$ cat src/rtl/dma_mover_pkg.sv
`timescale 1ns/1ps
// Shared register offsets, bit positions and sequencer state type for the
// DMA mover. Assumes a 32-bit register window addressed by word offset.
package dma_mover_pkg;
    localparam int CFG_W  = 32;
    localparam int REG_AW = 3;

    localparam logic [REG_AW-1:0] OFS_CTRL = 3'd0;
    localparam logic [REG_AW-1:0] OFS_DEV  = 3'd1;
    localparam logic [REG_AW-1:0] OFS_BASE = 3'd2;
    localparam logic [REG_AW-1:0] OFS_LEN  = 3'd3;
    localparam logic [REG_AW-1:0] OFS_STAT = 3'd4;

    localparam int BIT_GO   = 0;
    localparam int BIT_DIR  = 1;
    localparam int BIT_BUSY = 0;
    localparam int BIT_IRQ  = 1;

    typedef enum logic {
        SEQ_IDLE = 1'b0,
        SEQ_MOVE = 1'b1
    } seq_state_t;
endpackage

$ cat src/rtl/dma_mover_regs.sv
`timescale 1ns/1ps
// Register window of the DMA mover: holds direction, peripheral identity,
// base address and byte length, produces the go pulse and keeps the sticky
// interrupt flag. Assumes busy and done come from the sequencer.
module dma_mover_regs
    import dma_mover_pkg::*;
#(
    parameter int ADDR_W = 16,
    parameter int CNT_W  = 12,
    parameter int DEV_W  = 4
) (
    input  logic              clk,
    input  logic              rst_n,
    input  logic              cfg_we,
    input  logic [REG_AW-1:0] cfg_addr,
    input  logic [CFG_W-1:0]  cfg_wdata,
    output logic [CFG_W-1:0]  cfg_rdata,
    input  logic              busy,
    input  logic              done,
    output logic              go,
    output logic              dir_q,
    output logic [DEV_W-1:0]  dev_q,
    output logic [ADDR_W-1:0] base_q,
    output logic [CNT_W-1:0]  len_q,
    output logic              irq_q
);
    logic cfg_open;
    logic irq_clear;
    logic unused_wdata;

    assign cfg_open     = cfg_we && !busy;
    assign irq_clear    = cfg_we && (cfg_addr == OFS_STAT) && cfg_wdata[BIT_IRQ];
    assign go           = cfg_open && (cfg_addr == OFS_CTRL) && cfg_wdata[BIT_GO];
    assign unused_wdata = ^cfg_wdata;

    // Configuration registers: loaded only while the engine is idle.
    always_ff @(posedge clk) begin
        if (!rst_n) begin
            dir_q  <= 1'b0;
            dev_q  <= '0;
            base_q <= '0;
            len_q  <= '0;
        end else if (cfg_open) begin
            case (cfg_addr)
                OFS_CTRL: dir_q  <= cfg_wdata[BIT_DIR];
                OFS_DEV:  dev_q  <= cfg_wdata[DEV_W-1:0];
                OFS_BASE: base_q <= cfg_wdata[ADDR_W-1:0];
                OFS_LEN:  len_q  <= cfg_wdata[CNT_W-1:0];
                default:  ;
            endcase
        end
    end

    // Sticky completion flag: set on done, cleared by software, set wins.
    always_ff @(posedge clk) begin
        if (!rst_n) begin
            irq_q <= 1'b0;
        end else if (done) begin
            irq_q <= 1'b1;
        end else if (irq_clear) begin
            irq_q <= 1'b0;
        end
    end

    // Combinational readback of the addressed register.
    always_comb begin
        case (cfg_addr)
            OFS_CTRL: cfg_rdata = CFG_W'({dir_q, 1'b0});
            OFS_DEV:  cfg_rdata = CFG_W'(dev_q);
            OFS_BASE: cfg_rdata = CFG_W'(base_q);
            OFS_LEN:  cfg_rdata = CFG_W'(len_q);
            OFS_STAT: cfg_rdata = CFG_W'({irq_q, busy});
            default:  cfg_rdata = '0;
        endcase
    end
endmodule

$ cat src/rtl/dma_mover_seq.sv
`timescale 1ns/1ps
// Transfer sequencer: turns the go pulse into a word count, requests the
// bus, advances address and count on each granted cycle and flags the end.
// Assumes WORD_BYTES is a power of two and the grant may drop at any cycle.
module dma_mover_seq
    import dma_mover_pkg::*;
#(
    parameter int ADDR_W     = 16,
    parameter int CNT_W      = 12,
    parameter int WORD_BYTES = 4
) (
    input  logic              clk,
    input  logic              rst_n,
    input  logic              go,
    input  logic [ADDR_W-1:0] base,
    input  logic [CNT_W-1:0]  len,
    input  logic              bus_gnt,
    output logic              busy,
    output logic              bus_req,
    output logic              beat,
    output logic [ADDR_W-1:0] cur_addr,
    output logic              done
);
    localparam int SHIFT = $clog2(WORD_BYTES);

    seq_state_t       state;
    logic [CNT_W:0]   len_round;
    logic [CNT_W-1:0] words;
    logic [CNT_W-1:0] left;
    logic             last;

    assign len_round = {1'b0, len} + (CNT_W+1)'(WORD_BYTES - 1);
    assign words     = CNT_W'(len_round >> SHIFT);
    assign busy      = (state == SEQ_MOVE);
    assign bus_req   = busy;
    assign beat      = busy && bus_gnt;
    assign last      = (left == CNT_W'(1));
    assign done      = (go && (words == '0)) || (beat && last);

    // State, address and word counter update.
    always_ff @(posedge clk) begin
        if (!rst_n) begin
            state    <= SEQ_IDLE;
            cur_addr <= '0;
            left     <= '0;
        end else begin
            case (state)
                SEQ_IDLE: begin
                    if (go && (words != '0)) begin
                        state    <= SEQ_MOVE;
                        cur_addr <= base;
                        left     <= words;
                    end
                end
                SEQ_MOVE: begin
                    if (beat) begin
                        cur_addr <= cur_addr + ADDR_W'(WORD_BYTES);
                        left     <= left - CNT_W'(1);
                        if (last) begin
                            state <= SEQ_IDLE;
                        end
                    end
                end
                default: state <= SEQ_IDLE;
            endcase
        end
    end
endmodule

$ cat src/rtl/dma_mover_port.sv
`timescale 1ns/1ps
// Data steering between the peripheral port and the memory bus for one
// transfer cycle. Assumes zero-wait memory: read data is valid in the
// cycle of the request.
module dma_mover_port #(
    parameter int DATA_W = 32
) (
    input  logic              beat,
    input  logic              dir,
    input  logic [DATA_W-1:0] mem_rdata,
    input  logic [DATA_W-1:0] dev_rdata,
    output logic              mem_valid,
    output logic              mem_write,
    output logic [DATA_W-1:0] mem_wdata,
    output logic              dev_pop,
    output logic              dev_push,
    output logic [DATA_W-1:0] dev_wdata
);
    // Route one word per transfer cycle according to the direction bit.
    always_comb begin
        mem_valid = beat;
        mem_write = beat && !dir;
        dev_pop   = beat && !dir;
        dev_push  = beat && dir;
        mem_wdata = (beat && !dir) ? dev_rdata : '0;
        dev_wdata = (beat && dir)  ? mem_rdata : '0;
    end
endmodule

$ cat src/rtl/dma_mover.sv
`timescale 1ns/1ps
// Top of the single-channel DMA mover: register window, sequencer with bus
// request, and data steering. Assumes a central arbiter drives bus_gnt.
module dma_mover
    import dma_mover_pkg::*;
#(
    parameter int ADDR_W     = 16,
    parameter int DATA_W     = 32,
    parameter int CNT_W      = 12,
    parameter int DEV_W      = 4,
    parameter int WORD_BYTES = DATA_W / 8
) (
    input  logic              clk,
    input  logic              rst_n,
    input  logic              cfg_we,
    input  logic [2:0]        cfg_addr,
    input  logic [31:0]       cfg_wdata,
    output logic [31:0]       cfg_rdata,
    output logic              bus_req,
    input  logic              bus_gnt,
    output logic              mem_valid,
    output logic              mem_write,
    output logic [ADDR_W-1:0] mem_addr,
    output logic [DATA_W-1:0] mem_wdata,
    input  logic [DATA_W-1:0] mem_rdata,
    output logic [DEV_W-1:0]  dev_sel,
    output logic              dev_pop,
    input  logic [DATA_W-1:0] dev_rdata,
    output logic              dev_push,
    output logic [DATA_W-1:0] dev_wdata,
    output logic              irq
);
    logic              busy;
    logic              done;
    logic              go;
    logic              beat;
    logic              dir_q;
    logic [ADDR_W-1:0] base_q;
    logic [CNT_W-1:0]  len_q;

    dma_mover_regs #(
        .ADDR_W(ADDR_W), .CNT_W(CNT_W), .DEV_W(DEV_W)
    ) u_regs (
        .clk(clk), .rst_n(rst_n),
        .cfg_we(cfg_we), .cfg_addr(cfg_addr), .cfg_wdata(cfg_wdata),
        .cfg_rdata(cfg_rdata),
        .busy(busy), .done(done), .go(go),
        .dir_q(dir_q), .dev_q(dev_sel), .base_q(base_q), .len_q(len_q),
        .irq_q(irq)
    );

    dma_mover_seq #(
        .ADDR_W(ADDR_W), .CNT_W(CNT_W), .WORD_BYTES(WORD_BYTES)
    ) u_seq (
        .clk(clk), .rst_n(rst_n),
        .go(go), .base(base_q), .len(len_q), .bus_gnt(bus_gnt),
        .busy(busy), .bus_req(bus_req), .beat(beat),
        .cur_addr(mem_addr), .done(done)
    );

    dma_mover_port #(
        .DATA_W(DATA_W)
    ) u_port (
        .beat(beat), .dir(dir_q),
        .mem_rdata(mem_rdata), .dev_rdata(dev_rdata),
        .mem_valid(mem_valid), .mem_write(mem_write), .mem_wdata(mem_wdata),
        .dev_pop(dev_pop), .dev_push(dev_push), .dev_wdata(dev_wdata)
    );
endmodule

$ cat config.mk
export PLATFORM = sky130hd
export DESIGN_NAME = dma_mover
export DESIGN_NICKNAME = d
export VERILOG_FILES = /design/src/rtl/dma_mover_pkg.sv /design/src/rtl/dma_mover_regs.sv /design/src/rtl/dma_mover_seq.sv /design/src/rtl/dma_mover_port.sv /design/src/rtl/dma_mover.sv
export SDC_FILE = /design/constraint.sdc
export NUM_CORES = 1
export LEC_CHECK = 0
export BUFFER_PORTS_ARGS = -buffer_cell sky130_fd_sc_hd__buf_4
export CORE_ASPECT_RATIO = 1.25
export CORE_UTILIZATION = 41
export CTS_CLUSTER_SIZE = 20
export DETAILED_ROUTE_END_ITERATION = 6
export GPL_TIMING_DRIVEN = 0
export PLACE_DENSITY = 0.78
export SYNTH_ARGS = -nofsm -noshare
export SYNTH_HDL_FRONTEND = slang
export SYNTH_SLANG_ARGS = --single-unit
$ cat constraint.sdc
create_clock -name clk -period 1.5 [get_ports clk]
set_input_delay 0.225 -clock clk [delete_from_list [all_inputs] [get_ports clk]]
set_output_delay 0.225 -clock clk [all_outputs]
set_load 0.05 [all_outputs]
==> After elaboration in Yosys (flattened, before gate mapping) <==
Index checks and enable logic that the tools add are counted.
{ "word_totals": {"register_bits": 63, "input_bits": 103, "out_inout_bits": 122, "wordCells": 57} }
{ "op_classes": {"add_sub_neg": 3, "n_eq_ne": 7, "n_mux": 15, "bitwise": 1, "n_reduce_logical": 23} }
{ "ops": {"columns": ["op", "count"], "rows": [
  ["one-hot mux 16 bit (5 select lines)", 1],
  ["2-to-1 mux 32 bit", 2],
  ["2-to-1 mux 16 bit", 2],
  ["one-hot mux 16 bit (2 select lines)", 1],
  ["2-to-1 mux 12 bit", 2],
  ["one-hot mux 12 bit (2 select lines)", 1],
  ["adder 16 x 3 -> 16 bit, second input constant", 1],
  ["adder 12 x 2 -> 13 bit, second input constant", 1],
  ["== test 12 x 1 -> 1 bit, second input constant", 1],
  ["logical NOT 12 bit", 1],
  ["nonzero test 12 bit", 1],
  ["subtractor 12 x 1 -> 12 bit, second input constant", 1],
  ["logical AND 1 bit", 11],
  ["AND reduction 2 bit", 5],
  ["== test 3 x 2 -> 1 bit, second input constant", 2],
  ["2-to-1 mux 1 bit", 5],
  ["!= test 2 x 1 -> 1 bit, second input constant", 2],
  ["== test 3 x 1 -> 1 bit, second input constant", 1],
  ["== test 3 bit, second input constant", 1],
  ["logical NOT 3 bit", 1],
  ["logical NOT 1 bit", 2],
  ["one-hot mux 1 bit (2 select lines)", 1],
  ["nonzero test 2 bit", 1],
  ["logical OR 1 bit", 1],
  ["inverter 1 bit", 1]
]} }

==> Logic depth before layout (Yosys ltp) <==
{ "depth": {"word_depth": 7, "depth_mapped": 8, "depth_no_buf": 6} }

==> Modules after synthesis <==
Synthesis repeated with hierarchy kept, for this count alone.
{ "hier_totals": {"hier_cells": 561, "area_unflattened_um2": 4486.8} }
{ "modules_own_cells": {"columns": ["mod", "instances", "cells_per_inst", "area_each_um2", "seq_area_each_um2"], "rows": [
  ["dma_mover_seq", 1, 283, 2095.8, 580.6],
  ["dma_mover_regs", 1, 196, 1750.4, 680.7],
  ["dma_mover_port", 1, 82, 640.6, 0.0]
]} }

==> Worst setup path before layout <==
OpenSTA, ideal clock, no wires.
{ "synth_path": {"path_type": "reg-to-output", "start": "register u_seq.state (netlist: u_seq.bus_req)", "end": "output mem_wdata[22]", "arrival_ns": 2.475, "t_required_ns": 1.275, "setup_slack_ns": -1.200, "stages_incl_launch_ff": 6, "path_buffers": 2, "cell_sequence": "dfxtp_1 buf_2 nand2_1 nor2_1 clkbuf_1 and2_1"} }
{ "synth_between": {"elab_chain_cells": 3} }
{ "synth_lines": {"columns": ["item", "line_no", "text"], "rows": [
  ["start: declaration", "dma_mover_seq.sv:26", "seq_state_t state;"],
  ["start signal: assignment", "dma_mover_seq.sv:43", "state <= SEQ_IDLE;"],
  ["start signal: assignment", "dma_mover_seq.sv:50", "state <= SEQ_MOVE;"],
  ["start signal: assignment", "dma_mover_seq.sv:60", "state <= SEQ_IDLE;"],
  ["logical AND 1 bit", "dma_mover_seq.sv:36", "assign beat = busy && bus_gnt;"],
  ["logical AND 1 bit", null, null],
  ["via dev_pop", "dma_mover.sv:27", "output logic dev_pop,"],
  ["2-to-1 mux 32 bit", "dma_mover_port.sv:25", "mem_wdata = (beat && !dir) ? dev_rdata : '0;"],
  ["end: declaration", "dma_mover.sv:24", "output logic [DATA_W-1:0] mem_wdata,"]
]} }
The timed path passes the listed nets, and every way through them passes these cells.

==> Worst setup path in the final report <==
{ "layout_path": {"start": "register u_seq.cur_addr[5]", "end": "register u_seq.cur_addr[13]"} }
{ "layout_between": {"elab_chain_cells": 3} }
{ "layout_lines": {"columns": ["item", "line_no", "text"], "rows": [
  ["start: declaration", "dma_mover_seq.sv:21", "output logic [ADDR_W-1:0] cur_addr,"],
  ["start signal: assignment", "dma_mover_seq.sv:51", "cur_addr <= base;"],
  ["start signal: assignment", "dma_mover_seq.sv:57", "cur_addr <= cur_addr + ADDR_W'(WORD_BYTES);"],
  ["adder 16 x 3 -> 16 bit", "dma_mover_seq.sv:57", null],
  ["2-to-1 mux 16 bit", "dma_mover_seq.sv:56", "if (beat) begin"],
  ["one-hot mux 16 bit (2 select lines)", "dma_mover_seq.sv:47", "case (state)"]
]} }
Every way passes these cells. The select of a mux whose other input is x is not followed.
A chain may end at the register's enable or synchronous reset.

==> impl_metrics.json <==
{
  "tritoncts": "done",
  "n_fill_cell": 478,
  "rsz0062_at_grt": "true",
  "crit_path_top_delay_cell": "sky130_fd_sc_hd__dfxtp_2",
  "areaGrowthSynthToFinish_pct": 97.3,
  "synth_largest_area_cell": "sky130_fd_sc_hd__dfxtp_1",
  "clock_sinks": 63,
  "min_period_ns": 1.88,
  "design.core.area_mm2": 0.00961,
  "worst_setup_path_end_kind": "flop",
  "path_clk_slew_ns": 0.07,
  "vias": 5786,
  "route.detailed.vias_per_inst": 6.30,
  "hold_slack_ns": 0.141,
  "cts_root_buf": "sky130_fd_sc_hd__clkbuf_16",
  "slowest_delay_ns": 0.44,
  "post_route_cells_drive_above_1_share": 0.612,
  "final.setup_skew_ns": 0.0143,
  "number_of_library_cell_types_mapped_by_synthesis": 61,
  "syn-cell-area_mm2": 0.00406,
  "area_of_the_die_mm2": 0.0103,
  "antenna_found_initial": 1,
  "synth_flop_cell": "sky130_fd_sc_hd__dfxtp_1",
  "crit_path_cell_trace": "nand4_1, nor2_2, nand3_2, o31a_1, o32ai_2",
  "slew_violations": 0,
  "timing.max_cap.violations": 0,
  "grtUsageTotal": 0.387,
  "crit_buf_inv": 0,
  "level_count_of_the_clock_h_tree": 3,
  "area_occupied_by_multi_input_gates_mm2": 0.00325,
  "floorplan.io_pins": 225,
  "totalWireLength_um": 24500,
  "worst_slew_pin_slew_ns": 0.653,
  "grt_max_degree": 13,
  "grt_overflow": 0,
  "rows": 40,
  "run_status": "finished, violations left",
  "drt.antenna.violating_nets": 0,
  "die_y_um": 113,
  "first_pass_grt_wire_length_um": 30100,
  "number_of_global_route_vias_before_repair": 5196,
  "tightest_slew_margin_relative_to_the_limit": 0.564,
  "post-place-cells": 856,
  "timing.final.hold_violations": 0,
  "fin_nets": 892,
  "p_total_mw": 5.10,
  "die_wd_um": 91.0,
  "port_buffers": 189,
  "startpoint_type": "flop",
  "clk_path_buf_depth": 2,
  "synthCells": 526,
  "final-seq-area_mm2": 0.00132,
  "drc": 0,
  "postLayoutCoreUtil": 0.833,
  "max-vdd-ir-drop_mv": 1.03,
  "wire_per_inst_um": 26.7,
  "detail_route.iter0.violations": 738,
  "yosys_register_bits": 63,
  "worstPathRequired_ns": 1.73,
  "dr.pass1.iters": 6,
  "hold_buffers": 0,
  "final.setup.worst_slack_ns": -0.383,
  "min_period_over_period": 1.26,
  "report.final.setup_viol": 108,
  "async_flop_share": 0,
  "detailedPlacementHpwl_um": 12900,
  "layout.cells.non_filler": 919,
  "max_fclk_ghz": 0.531,
  "setup_crit_path_kind": "reg2reg",
  "failed_checks": "negative setup slack",
  "synth-edff-count": 0,
  "leakagePower_nw": 3.52,
  "floorplan.initialDensity": 0.422,
  "cp_max_fo": 5,
  "cpLargestDelayFamily": "simple AND/OR/NAND/NOR gates",
  "ys_seq_area_frac": 0.311,
  "clk_latency_ns": 0.34,
  "synth_top_cells_by_area": "sky130_fd_sc_hd__dfxtp_1 (31%), sky130_fd_sc_hd__and2_1 (10%), sky130_fd_sc_hd__mux2i_1 (7.2%)",
  "gp_congestion": 0.889,
  "type_of_the_tightest_min_delay_check": "in2reg",
  "power.density_cell_area_mw_per_mm2": 638,
  "placement.setup.worst_slack_ns": -0.493,
  "worst-endpoint-arrival_ns": 2.11,
  "synth.top_cell.area_share": 0.311,
  "ys.warnings.count": 0,
  "syn_area_per_cell_um2": 7.71,
  "cts_inserted_buffers": 9
}
==> layout make-up <==
class                      count  area share
tap                          126      0.0197
buffer                        49      0.0571
clock inverter                 5      0.0108
multi-input combinational    419       0.406
sequential                    63       0.165
timing repair buffer         235       0.304
clock buffer                  11      0.0330
antenna                        2    0.000625
inverter                       9     0.00438
==> worst register-to-register path, stage by stage, from the launching register on <==
cell                      delay (ns)
sky130_fd_sc_hd__dfxtp_2        0.44
sky130_fd_sc_hd__nand4_1        0.28
sky130_fd_sc_hd__nor2_2         0.27
sky130_fd_sc_hd__nand3_2        0.16
sky130_fd_sc_hd__o31a_1         0.33
sky130_fd_sc_hd__o32ai_2        0.30
==> metal layers <==
metal | vias to the layer above | share of wire | track usage
li1 | 2314 | - | -
met1 | 2653 | 0.32 | 0.435
met2 | 600 | 0.47 | 0.650
met3 | 219 | 0.12 | 0.0901
met4 | 0 | 0.097 | 0.260
met5 | - | 0 | 0
==> worst paths after layout <==
check                                               startpoint                         endpoint  slack [ns]  depth (start not counted)
worst min register to register     u_seq.left[11]$_SDFFE_PN0P_      u_seq.left[11]$_SDFFE_PN0P_        0.51                          1
worst min-delay path                              cfg_wdata[6]     u_regs.len_q[6]$_SDFFE_PN0P_        0.14                          3
worst max register to register  u_seq.cur_addr[5]$_SDFFE_PN0P_  u_seq.cur_addr[13]$_SDFFE_PN0P_       -0.38                          5
worst max-delay path            u_seq.cur_addr[5]$_SDFFE_PN0P_  u_seq.cur_addr[13]$_SDFFE_PN0P_       -0.38                          5
==> logic make-up (layout without fill, tap and decap cells) <==
kind of cell | after synthesis | in the layout | share of synthesized area
DFF | 63 | 63 | 0.311
muxes | 32 | 32 | 0.0799
other | 1 | 18 | 0.000924
xor gates and xnor gates | 9 | 9 | 0.0194
buffers and inverters | 59 | 309 | 0.0811
adders and majority gates | 3 | 3 | 0.00925
AOI/OAI and AO/OA | 106 | 106 | 0.179
and+or+nand+nor | 253 | 253 | 0.320
==> through the flow <==
step | setup TNS [ns] | instance area [um^2]
floorplan | -2.12 | 4480
global route | -24.95 | 8000
detailed placement | -18.88 | 6060
CTS | -12.94 | 7510
global placement | -18.89 | 6060
finish | -22.25 | 8000
==> Yosys cell counts (all sizes together), types with 2 or more instances <==
cell type / number
buf: 30
and2: 68
xor2: 3
a21oi: 43
inv: 8
o21ai: 17
nor2: 55
xnor2: 6
a211oi: 3
o21a: 2
nor3: 10
o31a: 2
nor4: 10
a31oi: 4
clkbuf: 20
a22oi: 5
nor2b: 4
and3: 3
a32o: 2
nand3b: 2
mux2i: 29
dfxtp: 63
mux2: 3
o221a: 2
nand3: 13
o32ai: 5
o31ai: 4
nand4b: 2
nand2: 74
o2bb2ai: 2
o22ai: 9
nand2b: 3
nand4: 6
ha: 3
==> what timing repair did <==
action	4_1_cts	5_1_grt
endpoints found under the setup margin	136	127
pin swaps	31	35
resized for setup	232	82
setup buffers	21	16
gates cloned	6	3
==> flip-flops by register name, summed over array words and instances (netlist names) <==
register,cells
u_regs.base_q,16
u_regs.dir_q,1
u_seq.bus_req,1
u_regs.len_q,12
u_regs.dev_q,4
u_regs.irq_q,1
u_seq.cur_addr,16
u_seq.left,12
==> layout by cell type (no fill, tap or decap), types with 10 or more instances in the layout <==
master and n:
sky130_fd_sc_hd__dfxtp_4 10, sky130_fd_sc_hd__a21oi_2 14, sky130_fd_sc_hd__a21oi_1 25, sky130_fd_sc_hd__buf_6 27, sky130_fd_sc_hd__mux2i_1 25, sky130_fd_sc_hd__dfxtp_1 35, sky130_fd_sc_hd__buf_8 65, sky130_fd_sc_hd__nand2_1 67
sky130_fd_sc_hd__dfxtp_2 18, sky130_fd_sc_hd__nor2_1 43, sky130_fd_sc_hd__and2_4 61, sky130_fd_sc_hd__buf_4 162, sky130_fd_sc_hd__conb_1 16, sky130_fd_sc_hd__clkbuf_16 13
==> power breakdown <==
group	switching (mW)	internal, mW
Sequential	0.0437	1.68
Combinational	0.478	0.367
Clock	0.914	1.62
Power figures use the tool's default switching activity.
